## src/rtl/dmac_pkg.sv

```systemverilog
package dmac_pkg;
  localparam int SZ_W = 3;

  localparam int CTL_EN      = 0;
  localparam int CTL_END     = 1;
  localparam int CTL_IRQEN   = 2;
  localparam int CTL_SZ_LO   = 4;
  localparam int CTL_SRC_INC = 8;
  localparam int CTL_DST_INC = 9;

  localparam logic [1:0] SEL_SRC = 2'd0;
  localparam logic [1:0] SEL_DST = 2'd1;
  localparam logic [1:0] SEL_CNT = 2'd2;
  localparam logic [1:0] SEL_CTL = 2'd3;

  typedef enum logic [1:0] {
    PH_IDLE  = 2'd0,
    PH_READ  = 2'd1,
    PH_WRITE = 2'd2
  } phase_t;

  // Size index to log2(bytes); indices past the table fall back to entry 0.
  function automatic logic [SZ_W-1:0] unit_shift(input logic [SZ_W-1:0] idx,
                                                 input int unsigned nsz);
    return (32'(idx) < nsz) ? idx : '0;
  endfunction
endpackage

```

## src/rtl/dmac_regfile.sv

```systemverilog
module dmac_regfile
  import dmac_pkg::*;
#(
  parameter int ADDR_W   = 32,
  parameter int REG_W    = 32,
  parameter int CNT_W    = 24,
  parameter int NSZ      = 3,
  parameter int DEF_SIZE = 2
) (
  input  logic              clk,
  input  logic              rst,
  input  logic              reg_we,
  input  logic [3:0]        reg_addr,
  input  logic [REG_W-1:0]  reg_wdata,
  output logic [REG_W-1:0]  reg_rdata,
  input  logic              unit_step,
  input  logic              finish,
  output logic [ADDR_W-1:0] src_addr,
  output logic [ADDR_W-1:0] dst_addr,
  output logic [CNT_W-1:0]  unit_cnt,
  output logic [SZ_W-1:0]   shift,
  output logic              busy,
  output logic              end_flag,
  output logic              irq_en
);
  logic              en_q, end_q, ie_q, sinc_q, dinc_q;
  logic [SZ_W-1:0]   szi_q;
  logic [ADDR_W-1:0] src_q, dst_q;
  logic [CNT_W-1:0]  cnt_q;
  logic [ADDR_W-1:0] ubytes;
  logic [REG_W-1:0]  ctl_word, rd_mux;
  logic              wr_ok, ctl_wr;
  logic [1:0]        sel;

  assign sel    = reg_addr[3:2];
  assign wr_ok  = reg_we & (reg_addr[1:0] == 2'b00);
  assign ctl_wr = wr_ok & (sel == SEL_CTL);
  assign busy   = en_q & ~end_q;
  assign shift  = unit_shift(szi_q, NSZ);
  assign ubytes = ADDR_W'(1) << shift;

  always_comb begin
    ctl_word                      = '0;
    ctl_word[CTL_EN]              = en_q;
    ctl_word[CTL_END]             = end_q;
    ctl_word[CTL_IRQEN]           = ie_q;
    ctl_word[CTL_SZ_LO +: SZ_W]   = szi_q;
    ctl_word[CTL_SRC_INC]         = sinc_q;
    ctl_word[CTL_DST_INC]         = dinc_q;
  end

  always_comb begin
    case (sel)
      SEL_SRC: rd_mux = REG_W'(src_q);
      SEL_DST: rd_mux = REG_W'(dst_q);
      SEL_CNT: rd_mux = REG_W'(cnt_q);
      default: rd_mux = ctl_word;
    endcase
  end

  always_ff @(posedge clk) begin
    if (rst) begin
      src_q     <= '0;
      dst_q     <= '0;
      cnt_q     <= '0;
      en_q      <= 1'b0;
      end_q     <= 1'b0;
      ie_q      <= 1'b0;
      sinc_q    <= 1'b1;
      dinc_q    <= 1'b1;
      szi_q     <= SZ_W'(DEF_SIZE);
      reg_rdata <= '0;
    end else begin
      reg_rdata <= rd_mux;
      if (unit_step) begin
        if (sinc_q) src_q <= src_q + ubytes;
        if (dinc_q) dst_q <= dst_q + ubytes;
        cnt_q <= cnt_q - 1'b1;
      end
      if (wr_ok && !busy) begin
        case (sel)
          SEL_SRC: src_q <= reg_wdata[ADDR_W-1:0];
          SEL_DST: dst_q <= reg_wdata[ADDR_W-1:0];
          SEL_CNT: cnt_q <= reg_wdata[CNT_W-1:0];
          default: ;
        endcase
      end
      if (ctl_wr) begin
        en_q <= reg_wdata[CTL_EN];
        ie_q <= reg_wdata[CTL_IRQEN];
        if (!reg_wdata[CTL_END]) end_q <= 1'b0;
        if (!busy) begin
          szi_q  <= reg_wdata[CTL_SZ_LO +: SZ_W];
          sinc_q <= reg_wdata[CTL_SRC_INC];
          dinc_q <= reg_wdata[CTL_DST_INC];
        end
      end else if (finish) begin
        end_q <= 1'b1;
      end
    end
  end

  assign src_addr = src_q;
  assign dst_addr = dst_q;
  assign unit_cnt = cnt_q;
  assign end_flag = end_q;
  assign irq_en   = ie_q;
endmodule

```

## src/rtl/dmac_seq.sv

```systemverilog
module dmac_seq
  import dmac_pkg::*;
#(
  parameter int ADDR_W = 32,
  parameter int DATA_W = 32
) (
  input  logic              clk,
  input  logic              rst,
  input  logic              busy,
  input  logic              cnt_zero,
  input  logic [ADDR_W-1:0] src_addr,
  input  logic [ADDR_W-1:0] dst_addr,
  input  logic [SZ_W-1:0]   shift,
  input  logic              mem_gnt,
  input  logic [DATA_W-1:0] mem_rdata,
  output logic              mem_req,
  output logic              mem_we,
  output logic [ADDR_W-1:0] mem_addr,
  output logic [SZ_W-1:0]   mem_size,
  output logic [DATA_W-1:0] mem_wdata,
  output logic              unit_step,
  output logic              finish
);
  localparam int NB = DATA_W / 8;

  phase_t            ph_q;
  logic [DATA_W-1:0] buf_q;
  logic [DATA_W-1:0] keep;
  logic              active;

  for (genvar b = 0; b < NB; b++) begin : g_lane
    assign keep[b*8 +: 8] = {8{(b >> shift) == 0}};
  end

  assign active    = (ph_q != PH_IDLE) & busy;
  assign mem_req   = active;
  assign mem_we    = (ph_q == PH_WRITE);
  assign mem_addr  = (ph_q == PH_WRITE) ? dst_addr : src_addr;
  assign mem_size  = shift;
  assign mem_wdata = buf_q;
  assign unit_step = active & (ph_q == PH_WRITE) & mem_gnt;
  assign finish    = (ph_q == PH_IDLE) & busy & cnt_zero;

  always_ff @(posedge clk) begin
    if (rst) begin
      ph_q  <= PH_IDLE;
      buf_q <= '0;
    end else begin
      case (ph_q)
        PH_IDLE:  if (busy && !cnt_zero) ph_q <= PH_READ;
        PH_READ: begin
          if (!busy) ph_q <= PH_IDLE;
          else if (mem_gnt) begin
            buf_q <= mem_rdata & keep;
            ph_q  <= PH_WRITE;
          end
        end
        PH_WRITE: begin
          if (!busy || mem_gnt) ph_q <= PH_IDLE;
        end
        default: ph_q <= PH_IDLE;
      endcase
    end
  end
endmodule

```

## src/rtl/dma_chan_engine.sv

```systemverilog
module dma_chan_engine
  import dmac_pkg::*;
#(
  parameter int ADDR_W   = 32,
  parameter int DATA_W   = 32,
  parameter int CNT_W    = 24,
  parameter int DEF_SIZE = 2
) (
  input  logic              clk,
  input  logic              rst,
  input  logic              reg_we,
  input  logic [3:0]        reg_addr,
  input  logic [31:0]       reg_wdata,
  output logic [31:0]       reg_rdata,
  output logic              mem_req,
  output logic              mem_we,
  output logic [ADDR_W-1:0] mem_addr,
  output logic [SZ_W-1:0]   mem_size,
  output logic [DATA_W-1:0] mem_wdata,
  input  logic              mem_gnt,
  input  logic [DATA_W-1:0] mem_rdata,
  output logic              irq
);
  localparam int REG_W = 32;
  localparam int NSZ   = $clog2(DATA_W / 8) + 1;

  logic [ADDR_W-1:0] src_addr, dst_addr;
  logic [CNT_W-1:0]  unit_cnt;
  logic [SZ_W-1:0]   shift;
  logic              chan_busy, end_flag, irq_en, unit_step, finish;

  dmac_regfile #(
    .ADDR_W(ADDR_W), .REG_W(REG_W), .CNT_W(CNT_W),
    .NSZ(NSZ), .DEF_SIZE(DEF_SIZE)
  ) u_regs (
    .clk(clk), .rst(rst),
    .reg_we(reg_we), .reg_addr(reg_addr), .reg_wdata(reg_wdata),
    .reg_rdata(reg_rdata),
    .unit_step(unit_step), .finish(finish),
    .src_addr(src_addr), .dst_addr(dst_addr), .unit_cnt(unit_cnt),
    .shift(shift), .busy(chan_busy), .end_flag(end_flag), .irq_en(irq_en)
  );

  dmac_seq #(.ADDR_W(ADDR_W), .DATA_W(DATA_W)) u_seq (
    .clk(clk), .rst(rst),
    .busy(chan_busy), .cnt_zero(unit_cnt == '0),
    .src_addr(src_addr), .dst_addr(dst_addr), .shift(shift),
    .mem_gnt(mem_gnt), .mem_rdata(mem_rdata),
    .mem_req(mem_req), .mem_we(mem_we), .mem_addr(mem_addr),
    .mem_size(mem_size), .mem_wdata(mem_wdata),
    .unit_step(unit_step), .finish(finish)
  );

  assign irq = end_flag & irq_en;
endmodule

```

## config.mk

```make
export PLATFORM = sky130hd
export DESIGN_NAME = dma_chan_engine
export DESIGN_NICKNAME = d
export VERILOG_FILES = /design/src/rtl/dmac_pkg.sv /design/src/rtl/dmac_regfile.sv /design/src/rtl/dmac_seq.sv /design/src/rtl/dma_chan_engine.sv
export SDC_FILE = /design/constraint.sdc
export NUM_CORES = 1
export LEC_CHECK = 0
export ABC_AREA = 1
export ABC_CLOCK_PERIOD_IN_PS = 2900
export BUFFER_PORTS_ARGS = -buffer_cell sky130_fd_sc_hd__buf_4
export CAP_MARGIN = 20
export CORE_UTILIZATION = 49
export DETAILED_ROUTE_END_ITERATION = 7
export MAX_ROUTING_LAYER = met4
export PLACE_DENSITY = 0.71
export REMOVE_ABC_BUFFERS = 1
export SLEW_MARGIN = 20
export SYNTH_ARGS = -nofsm -noshare
export SYNTH_HDL_FRONTEND = slang
export SYNTH_HIERARCHICAL = 1
export SYNTH_SLANG_ARGS = --single-unit
```

## constraint.sdc

```tcl
create_clock -name clk -period 2.9 [get_ports clk]
set_input_delay 0.58 -clock clk [delete_from_list [all_inputs] [get_ports clk]]
set_output_delay 0.58 -clock clk [all_outputs]
set_load 0.03 [all_outputs]
```

; ---- Word level (Yosys, flattened, before mapping)
; Index checks and enable logic that the tools add are counted.
[op_classes]
n_reduce_logical = 19
mux = 22
n_eq_ne = 9
shifts = 5
n_bitwise = 12
addsub = 3
order_cmp = 1
[ops]
columns = cell, count
row1 = two-way mux 32 bit, 9
row2 = zero test 32 bit, 4
row3 = case mux 32 bit (3 select lines), 1
row4 = two-way mux 24 bit, 3
row5 = adder 32 bit, 2
row6 = >> shifter 1 x 3 -> 32 bit (first input constant), 2
row7 = >> shifter 2 x 3 -> 32 bit (first input constant), 2
row8 = AND 32 bit, 1
row9 = left shift 1 x 3 -> 32 bit (first input constant), 1
row10 = zero test 24 bit, 1
row11 = subtractor 24 x 1 -> 24 bit (second input constant), 1
row12 = AND 1 bit, 9
row13 = two-way mux 2 bit, 4
row14 = == test 2 bit (second input constant), 3
row15 = zero test 2 bit, 3
row16 = case mux 2 bit (3 select lines), 1
row17 = AND reduction 3 bit, 2
row18 = == test 2 x 1 -> 1 bit (second input constant), 2
row19 = != test 2 bit (second input constant), 2
row20 = AND reduction 2 bit, 2
row21 = nonzero test 2 bit, 2
row22 = < comparator 3 x 2 -> 1 bit (second input constant), 1
row23 = two-way mux 1 bit, 3
row24 = two-way mux 3 bit, 1
row25 = other kinds (6), 9
[word_totals]
wordCells = 83
input_bits = 72
out_inout_bits = 102
ff_bits = 162

; ---- Longest topological paths before layout
; Gate-level depths: netlist of run 1.
[depth]
ltp_word = 8
depth_mapped = 18
mapped_depth_nobuf = 18

; ---- Cells and area by module
; Netlist of run 1, hierarchy kept.
[by_module_without_submodules]
columns = module, area_per_inst_um2, n_inst, cells_per_inst, seq_area_each_um2
row1 = dmac_regfile, 7811.2, 1, 1192, 2562.5
row2 = dmac_seq, 1984.4, 1, 355, 680.7
row3 = dma_chan_engine, 91.3, 1, 23, 0.0

; ---- Worst setup path after synthesis of run 1
; Ideal clock, no wire load.
[synth_timing]
kind = register to register
start = register u_seq.ph_q[1]
end = register u_regs.cnt_q[23] (netlist: u_regs/unit_cnt[23])
setup_slack_ns = 0.572
required_ns = 2.786
arrival_ns = 2.215
period_less_slack_ns = 2.328
path_buffers = 1
setup_ns = 0.114
path_stages_with_launch = 18
path_cell_list = dfxtp_1 inv_2 nor2_4 inv_2 buf_2 nor2_1 inv_2 nor2_1 inv_2 nor2_4 nand2_2 nor2_2 inv_2 nor2_4 nand4_1 xor2_1 o21bai_1 inv_1
[synth_between]
elab_chain_cells = 7
elab_cells_between_ends = 8
cone_classes = eq/ne: 1 / mux: 3 / bitwise: 3 / reduce/logical: 1
[synth_lines]
columns = item, line_no
row1 = start: declaration, dmac_seq.sv:26  ; phase_t ph_q;
row2 = start signal: assignment, dmac_seq.sv:46  ; ph_q <= PH_IDLE;
row3 = start signal: assignment, dmac_seq.sv:50  ; PH_IDLE: if (busy && !cnt_zero) ph_q <= PH_READ;
row4 = start signal: assignment, dmac_seq.sv:52  ; if (!busy) ph_q <= PH_IDLE;
row5 = nonzero test 2 bit, dmac_seq.sv:35  ; assign active = (ph_q != PH_IDLE) & busy;
row6 = AND 1 bit, dmac_seq.sv:35
row7 = AND 1 bit * (2 in a row), dmac_seq.sv:41  ; assign unit_step = active & (ph_q == PH_WRITE) & mem_gnt;
row8 = named net unit_step, dma_chan_engine.sv:30  ; logic chan_busy, end_flag, irq_en, unit_step, finish;
row9 = two-way mux 24 bit *, dmac_regfile.sv:75  ; if (unit_step) begin
row10 = two-way mux 24 bit, dmac_regfile.sv:81  ; case (sel)
row11 = two-way mux 24 bit *, dmac_regfile.sv:80  ; if (wr_ok && !busy) begin
row12 = end signal: assignment, dmac_regfile.sv:78  ; cnt_q <= cnt_q - 1'b1;
row13 = end signal: assignment, dmac_regfile.sv:84  ; SEL_CNT: cnt_q <= reg_wdata[CNT_W-1:0];
row14 = end: declaration, dmac_regfile.sv:29  ; logic [CNT_W-1:0] cnt_q;
; Mark *: on every way through the listed nets, which the timed path passes. The rest lies on a longest branch.
; A chain may end at the register's enable or synchronous reset.

; ---- Final worst setup path of run 1
[layout_timing]
start = register u_seq.ph_q[1]
end = output mem_addr[17]
[layout_between]
elab_chain_cells = 2
[layout_lines]
columns = item, line_no
row1 = == test 2 bit, dmac_seq.sv:38  ; assign mem_addr = (ph_q == PH_WRITE) ? dst_addr : src_addr;
row2 = two-way mux 32 bit, dmac_seq.sv:38
row3 = end: declaration, dma_chan_engine.sv:17  ; output logic [ADDR_W-1:0] mem_addr,
; Every way passes these cells.

==> impl_metrics.toml, run 1 <==
[critical_path]
reg2reg_slack_ns = 0.51
path_max_fanout = 34
slowest_delay_ns = 0.43
crit_required_ns = 2.32
path_cells = "inv_2 -> nor2_4 -> buf_4 -> nand2_1 -> nand2_1 -> buf_4"
timing.rr.start = "u_regs/szi_q[0]"
critPathKind = "reg2out"
cp-end-kind = "primary output"
start_kind = "flop"
reg2reg_depth = 17
worstPathArrival_ns = 1.89
slowest_stage = "dfxtp_1"
crit_buf_inv = 3
crit_family = "buffers and inverters"
rr_endpoint = "u_regs/src_addr[24]"

[placement]
placed_cells = 1975
dp.final_hpwl_mm = 23.57
portBuffers = 172
gp_congestion = 0.9997

[hold_path]
whs_path_depth = 3
min_from = "mem_rdata[9]"
min_to = "u_seq/mem_wdata[9]"
hold_class = "in2reg"

[route]
drt_pass1_iterations = 6
wl_per_cell_um = 16.13
via_count = 10740
ant_nets = 0
drc = 0
vias_per_cell = 5.349
wl_mm = 32.38
drt-initial-drc-count = 1127

[yosys]
synth.area.mux_share_pct = 0
synth_top_cell_by_area = "dfxtp_1"
synth_top_family_by_area = "simple AND/OR/NAND/NOR gates"
synth_cells = 1570
async_reset_ff_share_pct = 0
syn_area_um2 = 9887
synth_top_area_share_pct = 32.80
yosysUniqueCellTypes = 47
yosys_warnings = 6
synthAdderAreaFrac_pct = 1.139
synth_top_cells_by_area = "dfxtp_1, nand2_1, inv_1, nor2_1, o21ai_0"
synth-seq-cells = 162
synthFlopType = "dfxtp_1"
synth-simple-area-share_pct = 35.99
synth_xor_area_share_pct = 2.392
synth-compound-area-share_pct = 14.86
synth_edf_count = 0
yosysSeqAreaShare_pct = 32.80
postSynthAreaPerCell_um2 = 6.297

[timing]
fin_worst_skew_ns = 0.01528
finalHoldWorstSlack_ns = 0.3792
worst_pin_slew_ns = 0.9600
setup_viol = 0
rsz0062_at_grt = "no"
min_period_ns = 2.468
fin_setup_tns_ns = 0
hold_viol = 0
timing.final.crit_share_pct = 85.10
drv_slew = 0
slew-limit-headroom_pct = 36.00
fmax_mhz = 405.2

[cts]
cts.repair.resized = 0
cts_tree = "built"
clock_path_buffers = 2
postCtsSetupBuffers = 0
path_clk_slew_ns = 0.06
hold_buffers = 0
htreeDepth = 4
root_buffer = "clkbuf_16"
cts_sinks = 162
clock_latency_ns = 0.44
cts-buffers-inserted = 17

[floorplanning]
core_um2 = 19590
die_w_um = 144.0
start_util_pct = 50.47
dieHeight_um = 144.0
num_rows = 51
die_area_um2 = 20750
ios = 174

[finish]
fin_cells = 2008
synthToLayoutAreaGrowth_pct = 21.69
drive_above_1_share_pct = 17.68
nets = 1810
final_core_util_pct = 61.42

[global_routing]
grt_overflow = 0
grt_pass1_vias = 9439
grt_pass1_wl_mm = 49.65
global_route.usage.total_pct = 32.27
grt_max_degree = 66
antenna_found_initial = 1

[power]
power_leakage_nw = 6.354
p_per_area_nw_per_um2 = 427.7
vdd_drop_max_mv = 0.4137

[run]
maxCapViolCount = 0

[outcome]
status = "finished clean"
==> cell type report <==
type | count | area (um^2)
diodes | 1 | 2.502
fillers | 1928 | 7559
flip-flops and latches | 162 | 3243
well taps | 265 | 331.6
inverters | 265 | 994.7
multi-input cells | 1092 | 5398
repair buffers | 191 | 1459
clock buffers | 19 | 442.9
clock inverters | 13 | 160.2
==> power breakdown <==
group          switching (mW)  internal, mW  leakage (nW)
logic                   0.317         0.188          4.75
clock network           0.959          1.38         0.293
registers              0.0443          2.26          1.31
total                    1.32          3.83          6.35
==> metal layers <==
layer  global-route usage [%]  routed length [um]  up-vias  part of all wire (%)
li1                         -                   -     5267                     -
met1                    41.76               13640     4811                    42
met2                    50.11               14350      587                    44
met3                    6.192                3459       75                    11
met4                    11.31                 937        0                   2.9
met5                        -                   0        -                     0
==> worst register-to-register path: stages (launching register included) <==
cell and delay [ns]:
dfxtp_1 0.43, inv_2 0.10, nand3_4 0.12, nand2_1 0.06, inv_1 0.07, ha_1 0.25
ha_1 0.18, inv_1 0.04, nand2_1 0.09, nand2_1 0.09, nand2_2 0.08, nand2_2 0.08
a21oi_2 0.22, nand2_1 0.15, o21ai_1 0.16, nand3_1 0.08, nand2_1 0.07, inv_1 0.03
==> through the flow <==
step                area [um^2]  power, mW  setup WS, ns
floorplan                  9633      2.611      -0.07729
detailed placement        11430      2.847        0.4890
global placement          11430      2.845        0.5141
global route              12030      5.334        0.3175
CTS                       12030      5.170        0.4382
finish                    12030      5.146        0.4320
==> flip-flops by register name, indices dropped and copies added, names as in the netlist <==
signal	count
u_regs/irq_en	1
u_regs/szi_q	3
u_regs/sinc_q	1
u_regs/unit_cnt	24
u_regs/dst_addr	32
u_regs/src_addr	32
u_regs/end_flag	1
u_regs/dinc_q	1
u_seq/mem_wdata	32
u_regs/reg_rdata	32
u_regs/en_q	1
u_seq/ph_q	2
==> placed cells by master (no fill, tap or decap), drive strengths merged <==
cell type / count
xnor2: 5
clkinvlp: 2
o22ai: 4
nor4: 7
xor2: 22
a221oi: 2
nand3: 75
clkbuf: 19
buf: 191
diode: 1
nor2: 188
clkinv: 7
nor4b: 1
nor3b: 2
a311oi: 2
inv: 266
a32oi: 1
a21oi: 59
nand2: 454
o21bai: 35
bufinv: 3
o2111ai: 5
nand4: 28
nor3: 35
o221ai: 13
conb: 5
or2: 10
o21ai: 113
nand3b: 5
dfxtp: 162
a31oi: 4
ha: 9
o211ai: 8
==> Yosys cell counts, types with 6 or more instances <==
| cell type | instances |
|---|---|
| nand2_1 | 433 |
| o211ai_1 | 8 |
| nor3_1 | 28 |
| xor2_1 | 22 |
| nand3_1 | 72 |
| nor4_1 | 6 |
| clkbuf_1 | 23 |
| buf_2 | 20 |
| o21ai_0 | 91 |
| o221ai_1 | 13 |
| inv_2 | 24 |
| nor2_4 | 10 |
| nor2_1 | 169 |
| dfxtp_1 | 162 |
| o21ai_1 | 20 |
| inv_1 | 241 |
| nand2_4 | 6 |
| a21oi_1 | 56 |
| nand4_1 | 28 |
| nor2_2 | 9 |
| buf_4 | 6 |
| nand2_2 | 15 |
| ha_1 | 9 |
| o21bai_1 | 35 |
| nor3_2 | 7 |
==> worst max path at each step <==
| stage | slack [ns] | end | cells past startpoint | from |
|---|---|---|---|---|
| after global routing | 0.32 | u_regs/dst_addr[22] | 17 | u_regs/szi_q[0] |
| final | 0.43 | mem_addr[17] | 6 | u_seq/ph_q[1] |
| after global placement | 0.51 | u_regs/dst_addr[28] | 8 | reg_addr[2] |
| after CTS | 0.44 | mem_addr[17] | 6 | u_seq/ph_q[1] |
| after floorplan | -0.08 | u_regs/dst_addr[24] | 13 | u_seq/ph_q[1] |
| after detailed placement | 0.49 | u_regs/dst_addr[14] | 8 | reg_we |
==> logic make-up after synthesis <==
| group | count (synthesis) |
|---|---|
| compound gates | 246 |
| flops | 162 |
| fa+ha+maj | 9 |
| buf+inv | 320 |
| other cells | 1 |
| simple gates | 805 |
| xor+xnor | 27 |
(Power assumes the default switching activity.)
==> inputs of run 2 (changes only) <==
--- a/config.mk
+++ b/config.mk
@@ -9,11 +9,9 @@
 export ABC_CLOCK_PERIOD_IN_PS = 2900
 export BUFFER_PORTS_ARGS = -buffer_cell sky130_fd_sc_hd__buf_4
 export CAP_MARGIN = 20
-export CORE_UTILIZATION = 49
+export CORE_UTILIZATION = 25
 export DETAILED_ROUTE_END_ITERATION = 7
 export MAX_ROUTING_LAYER = met4
-export PLACE_DENSITY = 0.71
-export REMOVE_ABC_BUFFERS = 1
 export SLEW_MARGIN = 20
 export SYNTH_ARGS = -nofsm -noshare
 export SYNTH_HDL_FRONTEND = slang
==> run 2 against run 1 <==
Critical path depth rose by 5. Cell count rose by 12%. Sequential share of layout area fell by 0.55 points. Total power fell by 0.24%. Via count fell by 0.15%. Clock-buffer cell count rose by 2. Design area rose by 2.1%. Die area rose by 94%. Combinational power rose by 1%. Sequential cell count did not move. Global-route usage fell by 14 points. Sequential power barely moved. Critical path type is now reg2reg. Largest cell class unchanged.
==> impl_metrics.toml, run 2 (synthesis results as in run 1) <==
[outcome]
status = "finished clean"

[timing]
fin_worst_skew_ns = 0.01074
min_period_ns = 2.613
timing.final.crit_share_pct = 90.09
fin_setup_tns_ns = 0
worst_pin_slew_ns = 0.9535
slew-limit-headroom_pct = 36.36
hold_viol = 0
drv_slew = 0
fmax_mhz = 382.8
rsz0062_at_grt = "no"
setup_viol = 0

[critical_path]
slowest_stage = "dfxtp_1"
path_cells = "nor2_1 -> nand2_1 -> nor2_1 -> buf_4 -> nand2_4 -> inv_2 -> nand3_1 -> nor3_2 -> nand4_1 -> or2_0 -> a21oi_1"
crit_required_ns = 3.28
critPathKind = "reg2reg"
cp-end-kind = "flop"
path_max_fanout = 12
crit_buf_inv = 2
start_kind = "flop"
cpMostUsedCell = "nor2_1"
crit_family = "simple AND/OR/NAND/NOR gates"
slowest_delay_ns = 0.36
worstPathArrival_ns = 2.99

[placement]
dp.final_hpwl_mm = 27.23
portBuffers = 172
dpl_cell_area_um2 = 11690
gp_congestion = 0.9220

[cts]
path_clk_slew_ns = 0.06
cts-buffers-inserted = 17
clock_latency_ns = 0.45
root_buffer = "clkbuf_16"
cts_sinks = 162
clock_path_buffers = 2
cts_tree = "built"
hold_buffers = 0
cts.repair.resized = 0
htreeDepth = 4
postCtsSetupBuffers = 0

[floorplanning]
core_um2 = 38830
start_util_pct = 25.46
num_rows = 72
die_w_um = 200.9
dieHeight_um = 200.9
ios = 174
die_area_um2 = 40350

[route]
drc = 0
wl_mm = 35.93
ant_nets = 0
vias_per_cell = 4.756
drt-initial-drc-count = 1061
via_count = 10720
wl_per_cell_um = 15.93
drt_pass1_iterations = 6

[finish]
synthToLayoutAreaGrowth_pct = 24.23
drive_above_1_share_pct = 17.39
most-common-layout-cells = "nand2_1, inv_1, buf_4, nor2_1, dfxtp_1"
antenna_cells = 0
final_common_cell = "nand2_1"
fin_area_um2 = 12280
nets = 1805

[global_routing]
global_route.usage.total_pct = 18.03
antenna_found_initial = 0
grt_util_met1_pct = 23.69
grt-busiest-layer = "met2"
grt_overflow = 0
globalRouteMet2Util_pct = 28.25
grt_pass1_wl_mm = 55.43
use_met3_pct = 2.922
grt_max_degree = 119
grt_pass1_vias = 9865

[power]
p_per_area_nw_per_um2 = 417.9
power_leakage_nw = 6.305
power_mw = 5.133
vdd_drop_max_mv = 0.3850

[run]
maxCapViolCount = 0

[hold_path]
hold_class = "in2reg"
-- run 2: layout make-up --
cell class / count / area, um^2
well taps: 518 / 648.1
flip-flops and latches: 162 / 3243
clock buffers: 21 / 460.4
clock inverters: 11 / 130.1
repair buffers: 186 / 1409
fillers: 4237 / 26540
multi-input cells: 1092 / 5398
inverters: 265 / 994.7
-- run 2: where the power goes --
| group | internal [mW] | switching (mW) | leakage, nW |
|---|---|---|---|
| Sequential | 2.26 | 0.0452 | 1.31 |
| Clock | 1.32 | 0.998 | 0.276 |
| Combinational | 0.186 | 0.326 | 4.72 |
| Total | 3.76 | 1.37 | 6.30 |
-- run 2: stage by stage --
step / instances / setup WS, ns / hold WS [ns] / util [%]
2_1_floorplan: 1574 / 0.5715 / 0.4447 / -
3_3_place_gp: 2223 / 0.2983 / 0.4621 / 30.11
3_5_place_dp: 2223 / 0.3036 / 0.4648 / 30.11
4_1_cts: 2255 / 0.3357 / 0.3666 / 31.64
5_1_grt: 2255 / 0.02674 / 0.3872 / 31.64
6_report: 2255 / 0.2874 / 0.3756 / 31.64
-- run 2: worst register-to-register path, stage by stage (launching register included) --
cell     delay [ns]
dfxtp_1        0.36
nor2_1         0.22
nand2_1        0.16
nor2_1         0.17
buf_4          0.17
nand2_4        0.11
inv_2          0.23
nand3_1        0.20
nor3_2         0.35
nand4_1        0.21
or2_0          0.25
a21oi_1        0.13
-- run 2: path summary, 6_finish.rpt --
kind | start | endpoint | slack, ns | depth (start not counted)
min | mem_rdata[9] | u_seq/mem_wdata[9] | 0.38 | 3
max reg2reg | u_regs/end_flag | u_regs/dst_addr[28] | 0.29 | 11
min reg2reg | u_regs/irq_en | u_regs/irq_en | 0.48 | 2
max | u_regs/end_flag | u_regs/dst_addr[28] | 0.29 | 11
-- run 2: layer usage --
metal,part of all wire (%),vias up,wire length (um)
li1,-,5249,-
met1,45,4926,16040
met2,45,496,16140
met3,8.1,53,2915
met4,2.3,0,837
met5,0,-,0
